--- config.mk ---
export PLATFORM = sky130hd
export DESIGN_NAME = carrier_loss_monitor
export DESIGN_NICKNAME = d
export VERILOG_FILES = /design/src/rtl/carrier_loss_pkg.sv /design/src/rtl/carrier_loss_tx_start.sv /design/src/rtl/carrier_loss_slot_timer.sv /design/src/rtl/carrier_loss_flag.sv /design/src/rtl/carrier_loss_counter.sv /design/src/rtl/carrier_loss_monitor.sv
export SDC_FILE = /design/constraint.sdc
export NUM_CORES = 1
export LEC_CHECK = 0
export BUFFER_PORTS_ARGS = -buffer_cell sky130_fd_sc_hd__buf_2
export CAP_MARGIN = 30
export CORE_ASPECT_RATIO = 0.7
export CORE_UTILIZATION = 35
export DETAILED_ROUTE_END_ITERATION = 8
export PLACE_DENSITY = 0.68
export REMOVE_ABC_BUFFERS = 1
export SLEW_MARGIN = 20
export SYNTH_ARGS = -nofsm -noshare
export SYNTH_HDL_FRONTEND = slang
export SYNTH_SLANG_ARGS = --single-unit
--- constraint.sdc ---
create_clock -name clk -period 2.35 [get_ports clk]
set_input_delay 0.1175 -clock clk [delete_from_list [all_inputs] [get_ports clk]]
set_output_delay 0.1175 -clock clk [all_outputs]
set_load 0.01 [all_outputs]
--- src/rtl/carrier_loss_pkg.sv ---
// Shared types for the carrier sense loss monitor.
// Assumes the MAC presents its speed as a two-bit code.
package carrier_loss_pkg;

    typedef enum logic [1:0] {
        SPD_10M    = 2'b00,
        SPD_100M   = 2'b01,
        SPD_1G     = 2'b10,
        SPD_1G_ALT = 2'b11
    } link_speed_e;

endpackage

--- src/rtl/carrier_loss_tx_start.sv ---
// Detects the rising edge of transmit-active and keeps an "armed" flag.
// The flag is set by each new transmission and cleared by the success strobe
// that judges it. Assumes tx_active_i is synchronous to clk.
module carrier_loss_tx_start (
    input  logic clk,
    input  logic rst_n,
    input  logic tx_active_i,
    input  logic frame_done_i,
    output logic start_o,
    output logic armed_o
);

    logic tx_prev_q;
    logic armed_q;

    // Register the previous transmit-active sample for edge detection.
    always_ff @(posedge clk) begin
        if (!rst_n) tx_prev_q <= 1'b0;
        else        tx_prev_q <= tx_active_i;
    end

    assign start_o = tx_active_i && !tx_prev_q;

    // Arm on a new transmission, disarm once a strobe has judged it.
    always_ff @(posedge clk) begin
        if (!rst_n)            armed_q <= 1'b0;
        else if (start_o)      armed_q <= 1'b1;
        else if (frame_done_i) armed_q <= 1'b0;
    end

    assign armed_o = armed_q;

    assert_arm_on_start_R10 : assert property (@(posedge clk) disable iff (!rst_n)
        start_o |=> armed_q);
    assert_disarm_on_done_R10 : assert property (@(posedge clk) disable iff (!rst_n)
        (frame_done_i && !start_o) |=> !armed_q);

endmodule

--- src/rtl/carrier_loss_slot_timer.sv ---
// Slot-time window timer. Loaded on the transmit start with the slot length
// for the speed sampled at that edge, then counts down to zero.
// The window is open in the start cycle and while the count is non-zero,
// so it spans exactly SLOT samples. Assumes every SLOT_* is at least 1.
module carrier_loss_slot_timer
    import carrier_loss_pkg::*;
#(
    parameter int unsigned SLOT_10M  = 128,
    parameter int unsigned SLOT_100M = 128,
    parameter int unsigned SLOT_1G   = 512
) (
    input  logic       clk,
    input  logic       rst_n,
    input  logic       start_i,
    input  logic [1:0] speed_i,
    output logic       window_o
);

    localparam int unsigned MAX_A    = (SLOT_10M > SLOT_100M) ? SLOT_10M : SLOT_100M;
    localparam int unsigned MAX_SLOT = (MAX_A > SLOT_1G) ? MAX_A : SLOT_1G;
    localparam int unsigned REM_W    = (MAX_SLOT > 1) ? $clog2(MAX_SLOT) : 1;

    localparam logic [REM_W-1:0] LOAD_10M  = REM_W'(SLOT_10M - 1);
    localparam logic [REM_W-1:0] LOAD_100M = REM_W'(SLOT_100M - 1);
    localparam logic [REM_W-1:0] LOAD_1G   = REM_W'(SLOT_1G - 1);

    logic [REM_W-1:0] remain_q;
    logic [REM_W-1:0] load_val;
    link_speed_e      speed;

    assign speed = link_speed_e'(speed_i);

    // Pick the reload value for the current speed code.
    always_comb begin
        case (speed)
            SPD_10M:  load_val = LOAD_10M;
            SPD_100M: load_val = LOAD_100M;
            default:  load_val = LOAD_1G;
        endcase
    end

    // Load on start, otherwise count down to zero and stop.
    always_ff @(posedge clk) begin
        if (!rst_n)               remain_q <= '0;
        else if (start_i)         remain_q <= load_val;
        else if (remain_q != '0)  remain_q <= remain_q - REM_W'(1);
    end

    assign window_o = start_i || (remain_q != '0);

    assert_countdown_R3 : assert property (@(posedge clk) disable iff (!rst_n)
        (!start_i && remain_q != '0) |=> (remain_q == $past(remain_q) - REM_W'(1)));
    assert_idle_stays_R2 : assert property (@(posedge clk) disable iff (!rst_n)
        (!start_i && remain_q == '0) |=> (remain_q == '0));
    assert_bounded_R3 : assert property (@(posedge clk) disable iff (!rst_n)
        remain_q <= REM_W'(MAX_SLOT - 1));

endmodule

--- src/rtl/carrier_loss_flag.sv ---
// Per-frame "carrier seen" flag. On transmit start it takes the current
// carrier sample. Afterwards it becomes sticky-high if carrier is high while
// the window is open. carrier_ok_o also covers a carrier sample in the
// judging cycle itself.
module carrier_loss_flag (
    input  logic clk,
    input  logic rst_n,
    input  logic start_i,
    input  logic window_i,
    input  logic carrier_i,
    output logic carrier_ok_o
);

    logic seen_q;

    // Restart the flag per frame and record carrier inside the window.
    always_ff @(posedge clk) begin
        if (!rst_n)                     seen_q <= 1'b0;
        else if (start_i)               seen_q <= carrier_i;
        else if (window_i && carrier_i) seen_q <= 1'b1;
    end

    assign carrier_ok_o = seen_q || (window_i && carrier_i);

    assert_fresh_frame_R11 : assert property (@(posedge clk) disable iff (!rst_n)
        (start_i && !carrier_i) |=> !seen_q);
    assert_sticky_R2 : assert property (@(posedge clk) disable iff (!rst_n)
        (seen_q && !start_i) |=> seen_q);
    assert_no_late_set_R2 : assert property (@(posedge clk) disable iff (!rst_n)
        (!seen_q && !window_i && !start_i) |=> !seen_q);

endmodule

--- src/rtl/carrier_loss_counter.sv ---
// Saturating event counter with read-clear. The output holds the current
// value; a clear strobe zeroes it on the next edge, and a bump arriving in
// the same cycle leaves a value of one.
module carrier_loss_counter #(
    parameter int unsigned CNT_W = 32
) (
    input  logic             clk,
    input  logic             rst_n,
    input  logic             bump_i,
    input  logic             clear_i,
    output logic [CNT_W-1:0] count_o
);

    localparam logic [CNT_W-1:0] CNT_MAX = '1;
    localparam logic [CNT_W-1:0] CNT_ONE = CNT_W'(1);

    logic [CNT_W-1:0] count_q;
    logic [CNT_W-1:0] count_d;

    // Next value: clear wins over holding, a bump stops at all ones.
    always_comb begin
        if (clear_i)                          count_d = bump_i ? CNT_ONE : '0;
        else if (bump_i && count_q != CNT_MAX) count_d = count_q + CNT_ONE;
        else                                  count_d = count_q;
    end

    // Count register.
    always_ff @(posedge clk) begin
        if (!rst_n) count_q <= '0;
        else        count_q <= count_d;
    end

    assign count_o = count_q;

    assert_reset_value_R1 : assert property (@(posedge clk)
        !rst_n |=> (count_q == '0));
    assert_clear_on_read_R8 : assert property (@(posedge clk) disable iff (!rst_n)
        (clear_i && !bump_i) |=> (count_q == '0));
    assert_clear_with_event_R8 : assert property (@(posedge clk) disable iff (!rst_n)
        (clear_i && bump_i) |=> (count_q == CNT_ONE));
    assert_step_one_R4 : assert property (@(posedge clk) disable iff (!rst_n)
        (bump_i && !clear_i && count_q != CNT_MAX) |=> (count_q == $past(count_q) + CNT_ONE));
    assert_hold_R4 : assert property (@(posedge clk) disable iff (!rst_n)
        (!bump_i && !clear_i) |=> $stable(count_q));
    assert_no_overflow_R9 : assert property (@(posedge clk) disable iff (!rst_n)
        (count_q == CNT_MAX && !clear_i) |=> (count_q == CNT_MAX));

endmodule

--- src/rtl/carrier_loss_monitor.sv ---
// Carrier sense loss monitor, top level. Judges each successfully completed
// half-duplex frame and counts it when carrier was not seen within one slot
// time of the transmit start. Counting is gated by transmit-allow, half
// duplex and not serial link mode, all sampled in the strobe cycle.
// Assumes the success strobe is a single-cycle pulse that follows the
// transmit start of the frame it reports.
module carrier_loss_monitor #(
    parameter int unsigned CNT_W     = 32,
    parameter int unsigned SLOT_10M  = 128,
    parameter int unsigned SLOT_100M = 128,
    parameter int unsigned SLOT_1G   = 512
) (
    input  logic             clk,
    input  logic             rst_n,
    input  logic             tx_active_i,
    input  logic             carrier_i,
    input  logic             frame_done_i,
    input  logic [1:0]       link_speed_i,
    input  logic             half_duplex_i,
    input  logic             serdes_link_i,
    input  logic             tx_allow_i,
    input  logic             read_clear_i,
    output logic [CNT_W-1:0] lost_count_o
);

    logic start;
    logic armed;
    logic window;
    logic carrier_ok;
    logic mode_ok;
    logic bump;

    carrier_loss_tx_start u_tx_start (
        .clk          (clk),
        .rst_n        (rst_n),
        .tx_active_i  (tx_active_i),
        .frame_done_i (frame_done_i),
        .start_o      (start),
        .armed_o      (armed)
    );

    carrier_loss_slot_timer #(
        .SLOT_10M  (SLOT_10M),
        .SLOT_100M (SLOT_100M),
        .SLOT_1G   (SLOT_1G)
    ) u_slot_timer (
        .clk      (clk),
        .rst_n    (rst_n),
        .start_i  (start),
        .speed_i  (link_speed_i),
        .window_o (window)
    );

    carrier_loss_flag u_flag (
        .clk          (clk),
        .rst_n        (rst_n),
        .start_i      (start),
        .window_i     (window),
        .carrier_i    (carrier_i),
        .carrier_ok_o (carrier_ok)
    );

    // Operating mode in which loss of carrier is meaningful.
    always_comb mode_ok = tx_allow_i && half_duplex_i && !serdes_link_i;

    // Judge the frame on its success strobe.
    always_comb bump = frame_done_i && armed && !carrier_ok && mode_ok;

    carrier_loss_counter #(
        .CNT_W (CNT_W)
    ) u_counter (
        .clk     (clk),
        .rst_n   (rst_n),
        .bump_i  (bump),
        .clear_i (read_clear_i),
        .count_o (lost_count_o)
    );

    assert_gated_mode_R6 : assert property (@(posedge clk) disable iff (!rst_n)
        bump |-> (half_duplex_i && !serdes_link_i && tx_allow_i));
    assert_needs_start_R10 : assert property (@(posedge clk) disable iff (!rst_n)
        bump |-> (armed && frame_done_i));

endmodule

### After elaboration in Yosys (flattened, before gate mapping)

Cells that the tools add are included.

* bits in latches: 0
* output and inout port bits: 32
* logic and storage cells: 39
* bits in writable memories: 0
* memories: 0
* memory bits (read-only): 0
* bits in registers: 44
* input port bits: 11

* equality and inequality tests: 2
* order comparisons: 0
* add/subtract/negate cells: 2
* shifts and indexed selects: 0
* reductions and logical operators: 20
* mux-type cells: 10
* $mul: 0
* div/mod/pow operators: 0
* bitwise logic cells: 0

Operator list (number)
* two-way mux 32 bit: 2
* adder 32 x 1 -> 32 bit, second input constant: 1
* inequality test 32 bit, second input constant: 1
* two-way mux 9 bit: 3
* nonzero test 9 bit: 1
* subtractor 9 x 1 -> 9 bit, second input constant: 1
* logical AND 1 bit: 8
* nonzero test 2 bit: 4
* two-way mux 1 bit: 5
* zero test 1 bit: 3
* equality test 2 x 1 -> 1 bit, second input constant: 1
* zero test 2 bit: 1
* logical OR 1 bit: 2
* OR reduction 2 bit: 1

### Logic depth before layout (Yosys ltp)

* depth in word-level cells: 11
* depth in mapped cells: 9
* mapped depth without buffers: 8

### By module

From an unflattened synthesis, not the netlist that was laid out.

* cells, all modules: 271
* area total of the unflattened synthesis: 2357.3 um2

Modules (own cells, without submodules)
* carrier_loss_counter: area an instance 1731.7 um2, instances 1, cells an instance 208, sequential area each 640.6 um2
* carrier_loss_slot_timer: area an instance 488.0 um2, instances 1, cells an instance 50, sequential area each 180.2 um2
* carrier_loss_tx_start: area an instance 75.1 um2, instances 1, cells an instance 6, sequential area each 40.0 um2
* carrier_loss_flag: area an instance 46.3 um2, instances 1, cells an instance 5, sequential area each 20.0 um2
* carrier_loss_monitor: area an instance 16.3 um2, instances 1, cells an instance 2, sequential area each 0.0 um2

### Worst setup path after synthesis

Ideal clock, no wire load.

* path kind: register to register
* start: reg u_counter.count_q[0], in the netlist u_counter.count_o[0]
* end: reg u_counter.count_q[21], in the netlist u_counter.count_o[21]
* setup slack: -0.148 ns
* arrival time: 2.371 ns
* period minus slack after synthesis: 2.498 ns
* path buffers: 2
* data required time: 2.222 ns
* setup time: 0.128 ns
* stages on the path, launching flop included: 10
* cell sequence: dfxtp_1 > ha_1 > nand2_1 > or4_1 > buf_2 > nor4_4 > buf_6 > nor4_2 > xnor2_1 > nor2_1

* cells in the longest elaborated chain, start to end: 3
* elaborated cells on any way between the ends: 6
* those cells by class: 1 x add/sub; 1 x eq/ne; 2 x mux; 2 x reduce/logical

RTL lines
* start: declaration: line carrier_loss_counter.sv:17 `logic [CNT_W-1:0] count_q;`
* start signal: assignment: line carrier_loss_counter.sv:30 `else count_q <= count_d;`
* adder 32 x 1 -> 32 bit / inequality test 32 bit (equally long branches): line carrier_loss_counter.sv:23 `else if (bump_i && count_q != CNT_MAX) count_d = count_q + CNT_ONE;`
* two-way mux 32 bit / logical AND 1 bit (equally long branches): line carrier_loss_counter.sv:23
* two-way mux 32 bit / nonzero test 2 bit (equally long branches)

Parallel ways exist; a longest one is shown, timed or not. The select of a mux whose other input is x is not followed.
A chain may end at the register's enable or synchronous reset.

### Final worst setup path

* start: reg u_counter.count_q[4], in the netlist u_counter.count_o[4]
* end: reg u_counter.count_q[20], in the netlist u_counter.count_o[20]

The elaborated chain is that of the path after synthesis.

==> flow_summary.ini <==
[run_status]
outcome = complete, no violations

[finish]
drive_gt1_frac = 0.3251
layoutNonFillerInstCount = 401
fin_area_um2 = 2913
syn_to_final_growth_pct = 27.70
multiInputGateArea_um2 = 1343
final_nets = 335
antenna_cells = 0
seq_area_um2 = 880.8
n_fill_cell = 604

[cts]
cts_tree = yes
insertion_delay_ns = 0.31
numCtsBuffers = 5
clk_path_buf_depth = 2
cts_num_sinks = 44
root_buffer = clkbuf_8
cts_hold_buf = 0
htreeDepth = 2
clk_pin_slew_ns = 0.08

[worst_setup_path]
critPathCaptureType = flip-flop
cp_slowest_cell = or4_1
critical_path.max_fanout = 4
critical_path_class = reg2reg
required_ns = 2.54
worstPathCellList = nand4_1, or4_1, buf_4, or2_2, nor4_2, xnor2_1, nor2_1
critPathMaxStageDelay_ns = 0.62
cp_top_family = simple AND/OR/NAND/NOR gates
worstPathArrival_ns = 2.42
rrSetupSlack_ns = 0.13
worst_setup_path_start_kind = flip-flop
crit_buf_inv = 1

[sta]
post-route-period-util = 0.9465
final.setup.tns_ns = 0
fmax_ghz = 0.4496
clock_skew_ns = 0.006694
post-route-min-period_ns = 2.224
hold_violations = 0
setup_viol = 0
drv_slew = 0
tightest_slew_ns = 0.4844
max-slew-margin-rel = 0.6741
rsz0062_at_grt = false

[logic_synthesis]
syn_area_per_cell_um2 = 8.980
syn_area_um2 = 2281
yosysWarningCount = 0
synthTopCellsByCount = dfxtp_1 (44), nor2_1 (36), xnor2_1 (32), nand2_1 (17), nor3_1 (16)
synth.top_cell.area_share = 0.3862
ys.flop_type = dfxtp_1
ys_seq_area_frac = 0.3862
synth_seq_cells = 44
netlist.top_cell.by_area = dfxtp_1
yosysMostFrequentCell = dfxtp_1
synth-edff-count = 0
ys_types = 45
synthArstFlopShare = 0
synth_area_leaders = dfxtp_1 (39%), xnor2_1 (12%), nor2_1 (5.9%)
netlist_instances = 254

[die]
boundaryPins = 43
die-area_um2 = 6849
rows = 24
dieWidth_um = 98.49
die_h_um = 69.54
start_util = 0.3652
placeableCoreArea_um2 = 6246

[placed_design]
portBuffers = 41
gp_congestion = 0.8116
place_area_um2 = 2765
dp.final_hpwl_um = 3745
dp_cells = 393

[global_route]
grt_pass1_wl_um = 8714
antenna_found_initial = 0
grt_pass1_vias = 1914
grt_use_total = 0.1613
grt_max_degree = 32
grt-ovfl-total = 0

[routing]
drtPass1Iterations = 7
drtIter0Drc = 120
postRouteAntennaNets = 0
wirelength_um = 5103
routed-via-count = 2009
drt-vias-per-instance = 5.010
wl_per_cell_um = 12.73
drcViolationCount = 0

[run]
drv_cap = 0

[power]
power.density_nw_per_um2 = 517.4
p_leak_nw = 1.068
vdd_ir_drop_max_mv = 0.2221
power_mw = 1.507

[worst_hold_path]
min_path_type = in2reg
[cell usage in the layout (no fill, tap or decap), types with 7 or more instances in the layout]
master	netlist	routed
nor4_2	10	9
inv_1	8	8
nand2_1	17	17
nor3_1	16	15
buf_2	3	41
nand4_1	7	7
buf_4	1	29
nand3_1	15	15
dfxtp_1	44	44
a21boi_0	9	9
nor2_1	36	36
xnor2_1	32	32
[layout make-up]
cell class | instances | share of cell area
Clock inverter | 2 | 0.01203
Clock buffer | 6 | 0.02491
Sequential cell | 44 | 0.3024
Tap cell | 78 | 0.03351
Inverter | 8 | 0.01031
Timing Repair Buffer | 72 | 0.1559
Multi-Input combinational cell | 191 | 0.4609
[where the power goes]
part / internal (mW) / switching, mW
sequential: 0.767 / 0.0138
clock: 0.316 / 0.263
combinational: 0.0723 / 0.0754
total: 1.15 / 0.352
[per-stage QoR]
| stage | utilization | hold WS [ns] | setup WS (ns) |
|---|---|---|---|
| finish | 0.4663 | 0.04474 | 0.1257 |
| floorplan | - | 0.2350 | -0.7252 |
| CTS | 0.4631 | 0.03603 | 0.01330 |
| detailed placement | 0.4427 | 0.3542 | -0.01458 |
| global placement | 0.4427 | 0.3454 | 0.04210 |
| global route | 0.4663 | 0.04522 | 0.01108 |
[logic make-up (layout without fill, tap and decap cells)]
group / Yosys count / in the layout / share of synthesized area
AO/OA/AOI/OAI: 22 / 22 / 0.07460
multiplexers: 1 / 1 / 0.004389
AND/OR/NAND/NOR: 132 / 132 / 0.3522
XOR/XNOR: 34 / 34 / 0.1306
buffers and inverters: 19 / 88 / 0.04114
flip-flops: 44 / 44 / 0.3862
adder cells (fa/ha/maj): 2 / 2 / 0.01097
[path summary, 6_finish.rpt]
kind	startpoint	endpoint	cells after the start
worst max register to register	u_counter.count_o[4]$_SDFFE_PN0P_	u_counter.count_o[20]$_SDFFE_PN0P_	7
worst max-delay path	u_counter.count_o[4]$_SDFFE_PN0P_	u_counter.count_o[20]$_SDFFE_PN0P_	7
worst min-delay path	tx_active_i	u_tx_start.tx_prev_q$_SDFF_PN0_	2
worst min register to register	u_flag.seen_q$_SDFFE_PN0P_	u_flag.seen_q$_SDFFE_PN0P_	2
[sequential cells by signal, summed over array words and instances, names as in the netlist]
signal                 flops
u_slot_timer.remain_q      9
u_tx_start.tx_prev_q       1
u_flag.seen_q              1
u_tx_start.armed_o         1
u_counter.count_o         32
[repair_timing]
action,in CTS,in global routing
pin swaps,1,1
setup buffers,0,0
cloned,0,0
endpoints found under the setup margin,6,22
gates resized for setup,2,4
[metal layers]
metal	GRT usage	routed length [µm]
met5	0	0
met4	0.06302	85
met3	0.03730	208
met2	0.2473	2238
met1	0.2200	2571
(Power assumes the default switching activity.)
